==> config.mk <==
export PLATFORM = sky130hd
export DESIGN_NAME = manch_tx_enc
export DESIGN_NICKNAME = d
export VERILOG_FILES = /design/src/rtl/manch_tx_enc.sv
export SDC_FILE = /design/constraint.sdc
export NUM_CORES = 1
export LEC_CHECK = 0
export BUFFER_PORTS_ARGS = -buffer_cell sky130_fd_sc_hd__buf_2
export CORE_AREA = 2 2 39 41
export DETAILED_ROUTE_END_ITERATION = 7
export DIE_AREA = 0 0 41 43
export PLACE_DENSITY = 0.64
export SYNTH_ARGS = -nofsm -noshare
export SYNTH_HDL_FRONTEND = slang
export SYNTH_SLANG_ARGS = --single-unit
==> constraint.sdc <==
create_clock -name clk -period 1.25 [get_ports clk]
set_clock_uncertainty 0.05 [all_clocks]
set_input_delay 0.0625 -clock clk [delete_from_list [all_inputs] [get_ports clk]]
set_output_delay 0.0625 -clock clk [all_outputs]
set_load 0.03 [all_outputs]
==> src/rtl/manch_tx_enc.sv <==
module manch_tx_enc #(
  parameter int SYNC_STAGES = 2,
  parameter bit IDLE_LEVEL  = 1'b0
) (
  input  logic clk,
  input  logic rst,
  input  logic half_tick,
  input  logic tx_en,
  input  logic ser_clk,
  input  logic ser_data,
  input  logic hold,
  input  logic pol_n,
  input  logic bypass,
  output logic line_out
);

  localparam int TOP = SYNC_STAGES - 1;

  logic [TOP:0] clk_sync, dat_sync;
  logic clk_prev;
  logic pend_vld, pend_bit;
  logic busy, second_half, cur_bit;

  wire clk_s    = clk_sync[TOP];
  wire dat_s    = dat_sync[TOP];
  wire capture  = clk_s & ~clk_prev;
  wire flush    = ~tx_en | bypass;
  wire boundary = half_tick & (~busy | second_half);
  wire start    = boundary & pend_vld & ~hold & ~flush;

  wire enc_half  = second_half ? cur_bit : ~cur_bit;
  wire enc_line  = busy ? (enc_half ^ ~pol_n) : IDLE_LEVEL;
  wire next_line = ~tx_en ? IDLE_LEVEL : (bypass ? dat_s : enc_line);

  always_ff @(posedge clk) begin
    if (rst) begin
      clk_sync <= '0;
      dat_sync <= '0;
      clk_prev <= 1'b0;
    end else begin
      clk_sync <= {clk_sync[TOP-1:0], ser_clk};
      dat_sync <= {dat_sync[TOP-1:0], ser_data};
      clk_prev <= clk_s;
    end
  end

  always_ff @(posedge clk) begin
    if (rst) begin
      pend_vld <= 1'b0;
      pend_bit <= 1'b0;
    end else if (flush) begin
      pend_vld <= 1'b0;
    end else if (capture) begin
      pend_vld <= 1'b1;
      pend_bit <= dat_s;
    end else if (start) begin
      pend_vld <= 1'b0;
    end
  end

  always_ff @(posedge clk) begin
    if (rst) begin
      busy        <= 1'b0;
      second_half <= 1'b0;
      cur_bit     <= 1'b0;
    end else if (flush) begin
      busy        <= 1'b0;
      second_half <= 1'b0;
    end else if (boundary) begin
      busy        <= start;
      second_half <= 1'b0;
      if (start) cur_bit <= pend_bit;
    end else if (half_tick) begin
      second_half <= 1'b1;
    end
  end

  always_ff @(posedge clk) begin
    if (rst) line_out <= IDLE_LEVEL;
    else     line_out <= next_line;
  end

endmodule

-- Word level (Yosys, flattened, before mapping)
Index checks and enable logic that the tools add are counted.
- latch bits: 0
- memory bits (writable): 0
- flip-flop bits (word level): 11
- input bits: 9
- memory bits (read-only): 0
- word-level logic and storage cells: 35
- memories: 0
- bitwise logic cells: 15
- muxes and demuxes: 5
- equality and inequality tests: 0
- $lt $le $gt $ge: 0
- reductions and logical operators: 6
- div/mod/pow operators: 0
- add/subtract/negate cells: 0
- multiply operators: 0
- shifts and indexed selects: 0
- operators by type and width (operator ; count):
    $not 1->1 ; 7
    $and 1x1->1 ; 5
    $mux 1 ; 5
    $reduce_or 2->1 ; 2
    $reduce_and 3->1 ; 1
    $reduce_or 3->1 ; 1
    $or 1x1->1 ; 2
    $reduce_and 2->1 ; 1
    $reduce_bool 2->1 ; 1
    $xor 1x1->1 ; 1

-- Logic depth before layout (Yosys ltp)
- depth after elaboration: 8
- gate-level depth with buffers: 3

-- Least setup slack after synthesis
No wires, ideal clock.
- kind: register to register
- from: register pend_vld
- to: register cur_bit
- setup time: 70 ps
- setup slack: 276 ps
- data arrival time: 854 ps
- clock period less this slack: 974 ps
- data required time: 1130 ps
- stages on the path, launching flop included: 4
- buffers on the path: 0
- cells stage by stage: dfxtp_1 and4bb_2 a31o_2 a21oi_1
- cells in the longest elaborated chain, start to end: 4
- ends and longest elaborated chain (what ; RTL line ; source):
    start: declaration ; 21 ; logic pend_vld, pend_bit;
    start signal: assignment ; 49 ; pend_vld <= 1'b0;
    start signal: assignment ; 52 ; pend_vld <= 1'b0;
    start signal: assignment ; 54 ; pend_vld <= 1'b1;
    $and 1x1->1 (3 in series) ; 29 ; wire start = boundary & pend_vld & ~hold & ~flush;
    $reduce_and 3->1 (no source line) ; n/a ;
    end signal: assignment ; 72 ; if (start) cur_bit <= pend_bit;
    end: declaration ; 22 ; logic busy, second_half, cur_bit;
Every way passes these cells.
A chain may end at the register's enable or synchronous reset.

-- Final worst setup path
- from: register second_half
- to: register cur_bit
- cells in the longest elaborated chain, start to end: 6
- ends and longest elaborated chain (what ; RTL line ; source):
    start: declaration ; 22 ;
    start signal: assignment ; 64 ; second_half <= 1'b0;
    start signal: assignment ; 68 ; second_half <= 1'b0;
    start signal: assignment ; 71 ; second_half <= 1'b0;
    $or 1x1->1 * ; 28 ; wire boundary = half_tick & (~busy | second_half);
    $and 1x1->1 * ; 28 ;
    $and 1x1->1 (3 in series) ; 29 ;
    $reduce_and 3->1 (no source line) * ; n/a ;
Mark *: on every way between the ends. The rest lies on a longest branch, timed or not.

==> impl_metrics.yaml <==
route:
  antenna_left: 0
  viasPerCell: 4.56
  wl_per_cell_um: 10.3
  dr.pass1.iters: 3
  vias: 328
  drt_iter0_drc: 7
  drt-total-wl_um: 743
  drc_errors: 0
grt:
  grt_max_degree: 10
  grt_usage_pct: 11.1
  grt_pass1_wl_mm: 1.22
  grt_pass1_vias: 300
  overflow: 0
  antenna_found_initial: 0
setup_path:
  cp-start-kind: "register"
  path_delay_family: "compound AO/OA/AOI/OAI gates"
  cpPeakStageDelay_ns: 0.33
  critical_path_arrival_ns: 1.20
  critPathSlowestCell: "dfxtp_1"
  timing.rr.start: "second_half"
  crit_required_ns: 1.40
  crit_chain: "nand2b_1, a31o_2, a21oi_1"
  critPathMaxFanout: 5
  criticalPathCategory: "reg -> reg"
  end_kind: "register"
  crit_start: "second_half"
  worst-path-buf-inv: 0
  r2r_slack_ns: 0.20
placement:
  place_congestion: 0.635
  place_inst: 66
  dp.final_hpwl_um: 540
  dpl_cell_area_um2: 513
  port_buffers: 9
timing:
  rsz0062_at_grt: "false"
  tns_ns: 0
  slew_violations: 0
  hold_violations: 0
  worst_pin_slew_ns: 0.198
  relSlewSlack_pct: 86.7
  period_needed_ns: 1.05
  hold-worst-slack_ns: 0.00709
  fmax_mhz: 952
  setup_viol: 0
  min_period_over_period_pct: 84.0
synth:
  synth_area_um2: 448
  ys_ff_latch: 11
  syn-instance-count: 41
  syn-num-nets: 50
  synth_area_per_cell_um2: 10.9
  yosys_warnings: 0
  synthDistinctLibCells: 20
  yosysSeqAreaShare_pct: 49.2
floorplanning:
  die_w_um: 41
  num_io_pins: 10
  die_area_um2: 1760
  start_util_pct: 32.4
  die_h_um: 43
  fp-row-count: 14
  core_area_um2: 1380
hold_path:
  worstHoldStart: "rst"
  hold_path_class: "in -> reg"
final_layout:
  syn_to_final_growth_pct: 24.9
  layout-drive-gt1-share_pct: 39.3
  final-seq-area_um2: 220
  fin_area_um2: 559
  fillCellCount: 143
  multi_input_area_um2: 213
  final_nets: 66
  stdcell_count: 72
  n_antenna_cell: 0
clock_tree:
  clk_latency_ns: 0.26
  htree_levels: 1
  cts_tree: "done"
  clockBufferDepth: 2
  clk_pin_slew_ns: 0.07
  cts_made_buffers: 3
  clockRootBuffer: "clkbuf_4"
  post_cts_buffers: 0
  cts.sinks: 11
pwr:
  leakage_nw: 0.239
  p_per_area_nw_per_um2: 1160
  clkPwrFrac_pct: 36.4
  seqPwrFrac_pct: 55.9
  ir_drop_mv: 0.388
  power.internal_mw: 0.511
  power.switching_mw: 0.135
  pwr-share-comb_pct: 7.7
  swShare_pct: 21.0
job:
  cap_violations: 0
run_status:
  outcome: "finished, final reports clean"
[worst register-to-register path: stages, from the launching register on]
cell and delay (ns):
dfxtp_1 0.33, nand2b_1 0.23, a31o_2 0.26, a21oi_1 0.12
[power groups by stage]
stage	sequential [mW]	combinational [mW]	clock [mW]
CTS	0.362	0.0501	0.240
detailed placement	0.370	0.0452	0
global route	0.362	0.0549	0.257
finish	0.361	0.0498	0.235
floorplan	0.370	0.0222	0
global placement	0.370	0.0447	0
[area by class of cell]
cell class                      count  share of cell area [%]
Sequential cell                    11                    39.4
Multi-Input combinational cell     26                    38.0
Timing Repair Buffer               11                    11.6
Clock buffer                        4                    4.70
Tap cell                           16                    3.58
Inverter                            4                    2.68
[metrics by stage]
step                      power, mW  setup slack, ns  util [%]
after floorplan               0.392            0.276         -
after global placement        0.414            0.233      37.1
after detailed placement      0.415            0.225      37.1
after CTS                     0.651            0.201      40.4
after global routing          0.674            0.113      40.4
final                         0.647            0.200      40.4
[logic make-up (layout without fill, tap and decap cells)]
family	count (synthesis)	count (layout)	share of synthesized area (%)
AO/OA/AOI/OAI	8	8	14.8
XOR/XNOR	2	2	3.91
AND/OR/NAND/NOR	15	15	26.5
flip-flops	11	11	49.2
buffers and inverters	4	19	3.35
multiplexers	1	1	2.23
[Yosys cell counts (all sizes together)]
library cell | number | share of area, %
dfxtp | 11 | 49
and2b | 5 | 9.8
inv | 4 | 3.4
nor2 | 3 | 2.5
and4bb | 2 | 5.6
xnor2 | 2 | 3.9
a211oi | 1 | 1.7
a21boi | 1 | 1.7
a21oi | 1 | 1.1
a31o | 1 | 2.0
a31oi | 1 | 1.4
a41oi | 1 | 2.0
mux2i | 1 | 2.2
nand2b | 1 | 1.4
nand4 | 1 | 1.4
nand4b | 1 | 2.0
nor2b | 1 | 1.4
o21ba | 1 | 2.2
o31ai | 1 | 2.8
or3b | 1 | 2.5
[cells in the final DEF, fill, tap and decap left out, drive strengths merged]
master	Yosys	final
dfxtp	11	11
buf	0	9
and2b	5	5
inv	4	4
clkbuf	0	4
nor2	3	3
xnor2	2	2
and4bb	2	2
dlygate4sd3	0	2
or3b	1	1
nand4b	1	1
o31ai	1	1
nor2b	1	1
nand2b	1	1
a31oi	1	1
o21ba	1	1
mux2i	1	1
a21boi	1	1
a41oi	1	1
a211oi	1	1
nand4	1	1
a31o	1	1
a21oi	1	1
[metal layers]
metal / global-route usage (%) / wire [µm] / share of wire [%] / vias up
li1: - / - / - / 175
met1: 13.1 / 371 / 50 / 143
met2: 13.4 / 314 / 42 / 8
met3: 4.71 / 34 / 4.6 / 2
met4: 12.0 / 22 / 3.0 / 0
met5: 0 / 0 / 0 / -
[final timing paths]
kind | to | cells past startpoint
worst min-delay path | cur_bit | 2
worst max-delay path | cur_bit | 3
worst max register to register | cur_bit | 3
worst min register to register | clk_sync[1] | 1
[timing repair]
| item | in CTS | in global routing |
|---|---|---|
| hold buffers | 2 | 0 |
| hold endpoints to repair | 2 | 0 |
| gates resized for setup | 0 | 0 |
[state kept, by name, indices dropped and copies added (netlist names)]
register and flops:
busy 1, clk_prev 1, clk_sync 2, cur_bit 1, dat_sync 2, line_out 1
pend_bit 1, pend_vld 1, second_half 1
Power figures use the tool's default switching activity.
